--- config.mk ---
export PLATFORM = sky130hd
export DESIGN_NAME = level_slew
export DESIGN_NICKNAME = d
export VERILOG_FILES = /design/src/rtl/level_slew.sv
export SDC_FILE = /design/constraint.sdc
export NUM_CORES = 1
export LEC_CHECK = 0
export ABC_AREA = 1
export CORE_ASPECT_RATIO = 2
export CORE_MARGIN = 5
export CORE_UTILIZATION = 40
export CTS_CLUSTER_DIAMETER = 50
export CTS_CLUSTER_SIZE = 25
export DETAILED_ROUTE_END_ITERATION = 16
export PLACE_DENSITY_LB_ADDON = 0.05
export SYNTH_ARGS = -nofsm -noshare
export SYNTH_HDL_FRONTEND = slang
export SYNTH_SLANG_ARGS = --single-unit
--- constraint.sdc ---
create_clock -name clk -period 6 [get_ports clk]
set_clock_uncertainty 0.1 [all_clocks]
set_input_delay 1.5 -clock clk [delete_from_list [all_inputs] [get_ports clk]]
set_output_delay 1.5 -clock clk [all_outputs]
set_load 0.01 [all_outputs]
--- src/rtl/level_slew.sv ---
module level_slew #(
  parameter int SLOTS    = 32,
  parameter int CHANS    = 8,
  parameter int CW       = 5,
  parameter int LW       = 10,
  parameter int TW       = 8,
  parameter int DW       = 8,
  parameter int STEP_WIN = 8,
  parameter int RD_LAG   = 2
) (
  input  logic          clk,
  input  logic          init_clr,
  input  logic [CW-1:0] cycle,
  input  logic [TW-1:0] tl_in,
  input  logic [DW-1:0] div_in,
  input  logic [LW-1:0] env_att,
  output logic [LW-1:0] lvl_tap,
  output logic [LW-1:0] att_sum
);
  localparam int CHW = $clog2(CHANS);
  localparam int SHIFT = LW - (TW - 1);
  localparam logic [CW-1:0] WIN = CW'(STEP_WIN);
  localparam logic [CW-1:0] LAG = CW'(RD_LAG);

  logic [LW-1:0] lvl [SLOTS];
  logic [DW-1:0] cnt [CHANS];

  wire [CHW-1:0]  ch     = cycle[CHW-1:0];
  wire [CW-1:0]   cyc_nx = cycle + 1'b1;
  wire            step   = cyc_nx < WIN;
  wire            match  = div_in == cnt[ch];
  wire            ramp   = tl_in[TW-1];
  wire [TW-2:0]   tgt    = tl_in[TW-2:0];
  wire [LW-1:0]   cur    = lvl[cycle];
  wire [TW-2:0]   cur_hi = cur[LW-1:SHIFT];
  wire [CW-1:0]   rd     = cycle - LAG;
  wire [LW:0]     sum_w  = {1'b0, env_att} + {1'b0, lvl_tap};

  always_ff @(posedge clk) begin
    if (init_clr) begin
      cnt[ch]    <= '0;
      lvl[cycle] <= '0;
    end else begin
      if (step && match) cnt[ch] <= '0;
      else               cnt[ch] <= cnt[ch] + DW'(step);
      if (!ramp)
        lvl[cycle] <= {tgt, {SHIFT{1'b0}}};
      else if (match) begin
        if (cur_hi < tgt)      lvl[cycle] <= cur + 1'b1;
        else if (cur_hi > tgt) lvl[cycle] <= cur - 1'b1;
      end
    end
    lvl_tap <= lvl[rd];
  end

  assign att_sum = sum_w[LW] ? {LW{1'b1}} : sum_w[LW-1:0];
endmodule

# Yosys cells after proc, flatten, opt, wreduce, memory -nomap -nowiden

Memory sizes are Yosys's and may differ from the RTL's. A register that Yosys moved wholly into a read port is not among the register bits.
Cells that the tools add are included.

Add/sub/neg operators: 6
Magnitude comparators: 3
Eq/ne operators: 1
Muxes and demuxes: 28
Bitwise logic cells: 5
Reductions and logical operators: 1

Operator list:

| operator                                           | count |
|---|---|
| two-way mux 10 bit                                 | 4 |
| two-way mux 1 bit                                  | 22 |
| two-way mux 8 bit                                  | 2 |
| adder 10 x 10 -> 11 bit                            | 1 |
| adder 10 x 1 -> 10 bit, second input constant      | 1 |
| subtractor 10 x 1 -> 10 bit, second input constant | 1 |
| adder 8 x 1 -> 8 bit                               | 1 |
| equality test 8 bit                                | 1 |
| greater-than comparator 7 bit                      | 1 |
| < comparator 7 bit                                 | 1 |
| adder 5 x 1 -> 5 bit, second input constant        | 1 |
| < comparator 5 x 4 -> 1 bit, second input constant | 1 |
| OR 1 bit                                           | 5 |
| subtractor 5 x 2 -> 5 bit, second input constant   | 1 |
| logical AND 1 bit                                  | 1 |

Flip-flop bits (word level): 0
Bits in writable memories: 384
Memories kept: 2

Memory list:

| memory | words | width | read ports | clocked after memory_dff | write ports | line | source |
|---|---|---|---|---|---|---|---|
| lvl    | 32    | 10    | 2          | 1                        | 1           | 25   | `logic [LW-1:0] lvl [SLOTS];` |
| cnt    | 8     | 8     | 1          | 0                        | 1           | 26   | `logic [DW-1:0] cnt [CHANS];` |

# Depth between registers and ports, before layout

An unclocked memory read counts as a cell.

Depth in word-level cells: 9
Mapped depth: 26

# Least setup slack after synthesis

No wires, ideal clock.

Path type: in2reg
Start point: input cycle[0]
End point: memory lvl[0][2], data pin
Arrival: 4.910 ns
Slack: 0.638 ns
Cell stages on the path: 23
Cell sequence: buf_6 -> buf_6 -> buf_4 -> buf_2 -> buf_2 -> mux2i_1 -> nand2_1 -> nand3_1 -> nand2_1 -> nand2_1 -> nand4_1 -> ha_1 -> nand2_1 -> nor2_1 -> a211oi_1 -> nand2_1 -> nand2_1 -> inv_1 -> nand4_2 -> nand2_1 -> nand2_1 -> nor2_1 -> nor2_1

Cells in the longest elaborated chain, start to end: 9
Elaborated cells between the ends (all ways): 20

Ends and longest elaborated chain:

| item                                                                | line   | source |
|---|---|---|
| from (decl)                                                         | 13     | `input logic [CW-1:0] cycle,` |
| memory (32 x 10 bit)                                                | --     |  |
| < comparator 7 bit or greater-than comparator 7 bit (tied branches) | 49, 50 |  |
| two-way mux 1 bit, on equally long branches                         | 49, 50 |  |
| two-way mux 1 bit, on equally long branches                         | 48, 49 |  |
| two-way mux 1 bit, on equally long branches                         | 46, 48 |  |
| two-way mux 1 bit, on equally long branches                         | 40, 46 |  |
| two-way mux 1 bit, on equally long branches                         | 49, 40 |  |
| two-way mux 10 bit (no line) or two-way mux 1 bit (tied branches)   | --     |  |
| two-way mux 10 bit (no line) *                                      | --     |  |
| to (decl)                                                           | 25     |  |

Mark *: on every way between the ends. The rest lies on a longest branch, timed or not.

# Worst setup path in the final report

Start point: input env_att[0]
End point: output att_sum[2]

Cells in the longest elaborated chain, start to end: 2

Ends and longest elaborated chain:

| item                    | line | source |
|---|---|---|
| from (decl)             | 16   | `input logic [LW-1:0] env_att,` |
| adder 10 x 10 -> 11 bit | 37   | `wire [LW:0] sum_w = {1'b0, env_att} + {1'b0, lvl_tap};` |
| two-way mux 10 bit      | 56   | `assign att_sum = sum_w[LW] ? {LW{1'b1}} : sum_w[LW-1:0];` |
| to (decl)               | 18   | `output logic [LW-1:0] att_sum` |

Every way passes these cells.

==> summary.md <==
| Metric | Value |
|---|---|
| Run status | `finished, final reports clean` |
| Crit Path Max Fanout | `10` |
| CTS tree | `built` |
| Post-route DRC violation count | `0` |
| Max incr delay on CP | `550 ps` |
| Final ANT Viol Nets | `0` |
| Bufs and invs on worst path | `5` |
| Max-Cap Viols | `0` |
| GPL Wtd Cong | `0.8994` |
| Fin crit period | `5759 ps` |
| Worst path top cell family by delay | `buffers and inverters` |
| Final Non-Filler Cells | `between 2k and 3k` |
| Max VDD drop | `0.2906 mV` |
| Share of layout cells above drive strength 1 | `11.13%` |
| Reg2reg path depth | `19` |
| Worst-path cell chain | `clkdlybuf4s50_1 -> ha_2 -> inv_1 -> fa_1 -> inv_1 -> a21oi_2 -> nor2_1 -> o21ai_0 -> nand2_1 -> a21o_1 -> a21oi_1 -> buf_4 -> o21ai_0 -> clkdlybuf4s50_1` |
| Period utilisation layout | `95.98%` |
| Post-Syn Area per Cell | `9.600 um^2` |
| DP Wirelength | `49980 um` |
| Root Buffer | `clkbuf_16` |
| Final net count | `2211` |
| Commonest non-fill, non-tap cells in the layout | `nand2_1 (631), nand3_1 (469), edfxtp_1 (384)` |
| Slowest CP cell | `clkdlybuf4s50_1` |
| Critical setup path kind | `in2out` |
| R2R Path End | `lvl[7][0]` |
| Initial Util | `40.36%` |
| Synthesis-stage register bit count | `394` |
| Cell Area, Synth | `0.01980 mm^2` |
| Share of flip-flops with an asynchronous set or reset | `0%` |
| WL per Instance | `24.54 um` |
| Net count after synthesis | `2123` |
| Fin. Hold Viols | `0` |
| Fin Setup TNS | `0 ps` |
| Hold depth | `6` |
| Hold Path Class | `reg2reg` |
| Final Worst Setup Slack | `241.4 ps` |
| Post-route cell area | `0.02271 mm^2` |
| Placed cell count | `2762` |
| Initial antenna violation count | `0` |
| Vias/cell | `5.462` |
| Largest net degree at the start of global routing | `45` |
| Count of cell types in the netlist | `48` |
| Die area | `0.05433 mm^2` |
| Synth Warn # | `0` |
| Reg2reg start | `lvl[22][9]` |
| Grt ovf | `0` |
| GR Util met2 | `~48%` |
| # rows | `around 120` |
| I/O Buffers | `52` |
| PnR Total Power | `6.404 mW` |
| Initial DRC count | `1105` |
| Placement Setup Slack | `roughly 130 ps` |
| Hold Path Origin | `lvl[12][4]` |
| Synthesized instance count | `2063` |
| Area growth syn-to-layout | `14.69%` |
| Top_reg_cell synth | `edfxtp_1` |
| Num CTS Buffers | `30` |
| R2R setup slack | `1840 ps` |
| Stages on the worst setup path | `14` |
| Setup Buffers After CTS | `0` |
| # clock sinks | `394` |
| FMAX | `roughly 0.17 GHz` |
| Pleak | `9.244 nW` |
| WHS Endpoint | `lvl_tap[4]` |
| Htree depth | `1` |
| Routed WL | `69160 um` |
| N_diodes | `0` |
| Placed Area | `0.02156 mm^2` |
| Final Max Slew Viols | `0` |
| Die W | `167.3 um` |
| First-pass GRT wire length | `100200 um` |
| Reg clk slew, reported paths | `80 ps` |
| Worst-skew pair later-pin latency | `approximately 640 ps` |
| Grt met1 use | `approximately 27%` |
| RSZ-0062 raised after global routing | `false` |
| Core ar. | `0.04907 mm^2` |
| Least-Margin Pin Slew | `about 1200 ps` |
| Vias in the first global route | `between 15k and 20k` |
| Most common cell after layout, fill and taps aside | `nand2_1` |
| Crit. End Element | `output pin` |
| Max_slew headroom | `17.61%` |
| Seq/Total Area, Yosys | `59.24%` |
| Total number of vias | `approximately 15k` |
| Worst EP required | `4400 ps` |
| Grt peak-use layer | `met2` |
| CP Launch Type | `primary input` |
| Clock buffer depth | `3` |
| # IOs | `53` |
| Die height | `approximately 320 um` |
| Worst Hold Slack | `697.3 ps` |
| M3 GR Usage | `approximately 2%` |
| Setup violators final | `0` |
| Arrival time at the worst endpoint | `4160 ps` |
| Initial DRT Pass Iterations | `5` |
| Overall global routing resource usage | `24.86%` |
| Setup crit start | `env_att[0]` |
| Power per Cell Area | `281.9 mW/mm^2` |
| Final Util | `46.29%` |
| Number of flops mapped to enable cells by yosys | `384` |
## power by group
part / switching, mW / total (mW) / internal (mW)
registers: 0.0185 / 3.09 / 3.08
clock network: 1.20 / 2.28 / 1.07
logic: 0.688 / 1.03 / 0.346
## sequential cells by signal, indices dropped and copies added (netlist names)
signal	count
cnt	64
lvl	320
lvl_tap	10
## worst max-delay path by stage
stage                  to  slack (ps)
6_report       att_sum[2]         240
2_1_floorplan   lvl[0][2]         640
5_1_grt        att_sum[6]          10
4_1_cts        att_sum[2]         120
3_5_place_dp   att_sum[2]         130
3_3_place_gp   att_sum[6]          90
## final cells by class
class                           count  area (um^2)
Inverter                          145        551.8
Clock buffer                       31        754.5
Tap cell                          643        804.5
Sequential cell                   394        11730
Multi-Input combinational cell   1416         6879
Clock inverter                     25        392.9
Fill cell                        4609        26350
Timing Repair Buffer              164         1599
## kinds of logic (layout without fill, tap and decap cells)
group                      after synthesis  after routing  share of synthesized area, %
buffers and inverters                  253            365                         6.128
xor gates and xnor gates                13             13                        0.5749
and+or+nand+nor                       1226           1226                         27.45
AOI/OAI and AO/OA                      146            146                         4.663
DFF                                    394            394                         59.24
muxes                                    4              4                        0.2022
adders and majority gates               27             27                         1.744
## timing repair
action	4_1_cts	5_1_grt
setup endpoints to repair	0	3
resized for setup	0	3
hold buffers	0	0
## layer usage
metal / part of all wire [%] / vias to the layer above
met5: 0 / -
met4: 6.0 / 0
met3: 4.3 / 125
met2: 55 / 495
met1: 35 / 7444
li1: - / 7328
## synthesized netlist by cell type, types with 11 or more instances
| cell | instances | share of area [%] |
|---|---|---|
| a21oi_1 | 29 | 0.73 |
| buf_2 | 61 | 1.5 |
| buf_6 | 19 | 1.1 |
| clkbuf_1 | 12 | 0.23 |
| edfxtp_1 | 384 | 58 |
| ha_1 | 26 | 1.6 |
| inv_1 | 136 | 2.6 |
| nand2_1 | 631 | 12 |
| nand3_1 | 469 | 12 |
| nor2_1 | 51 | 0.97 |
| nor2_2 | 14 | 0.44 |
| o211ai_1 | 65 | 2.5 |
| o21ai_0 | 31 | 0.78 |
| o21ai_1 | 11 | 0.28 |
| or2_2 | 28 | 0.88 |
## worst register-to-register path: stages (launching register included)
cell	delay, ps
edfxtp_1	460
or2_2	300
o21ai_1	110
nand2_1	70
nand3_1	90
nand2_1	90
nor2_1	260
nand4_1	210
ha_1	350
nand2_1	80
nor2_1	210
nand2_1	130
nand2_1	100
nand2_1	80
inv_1	100
nand4_2	190
nand3_2	160
buf_12	200
nand3_1	140
inv_1	360
(Power assumes the default switching activity.)
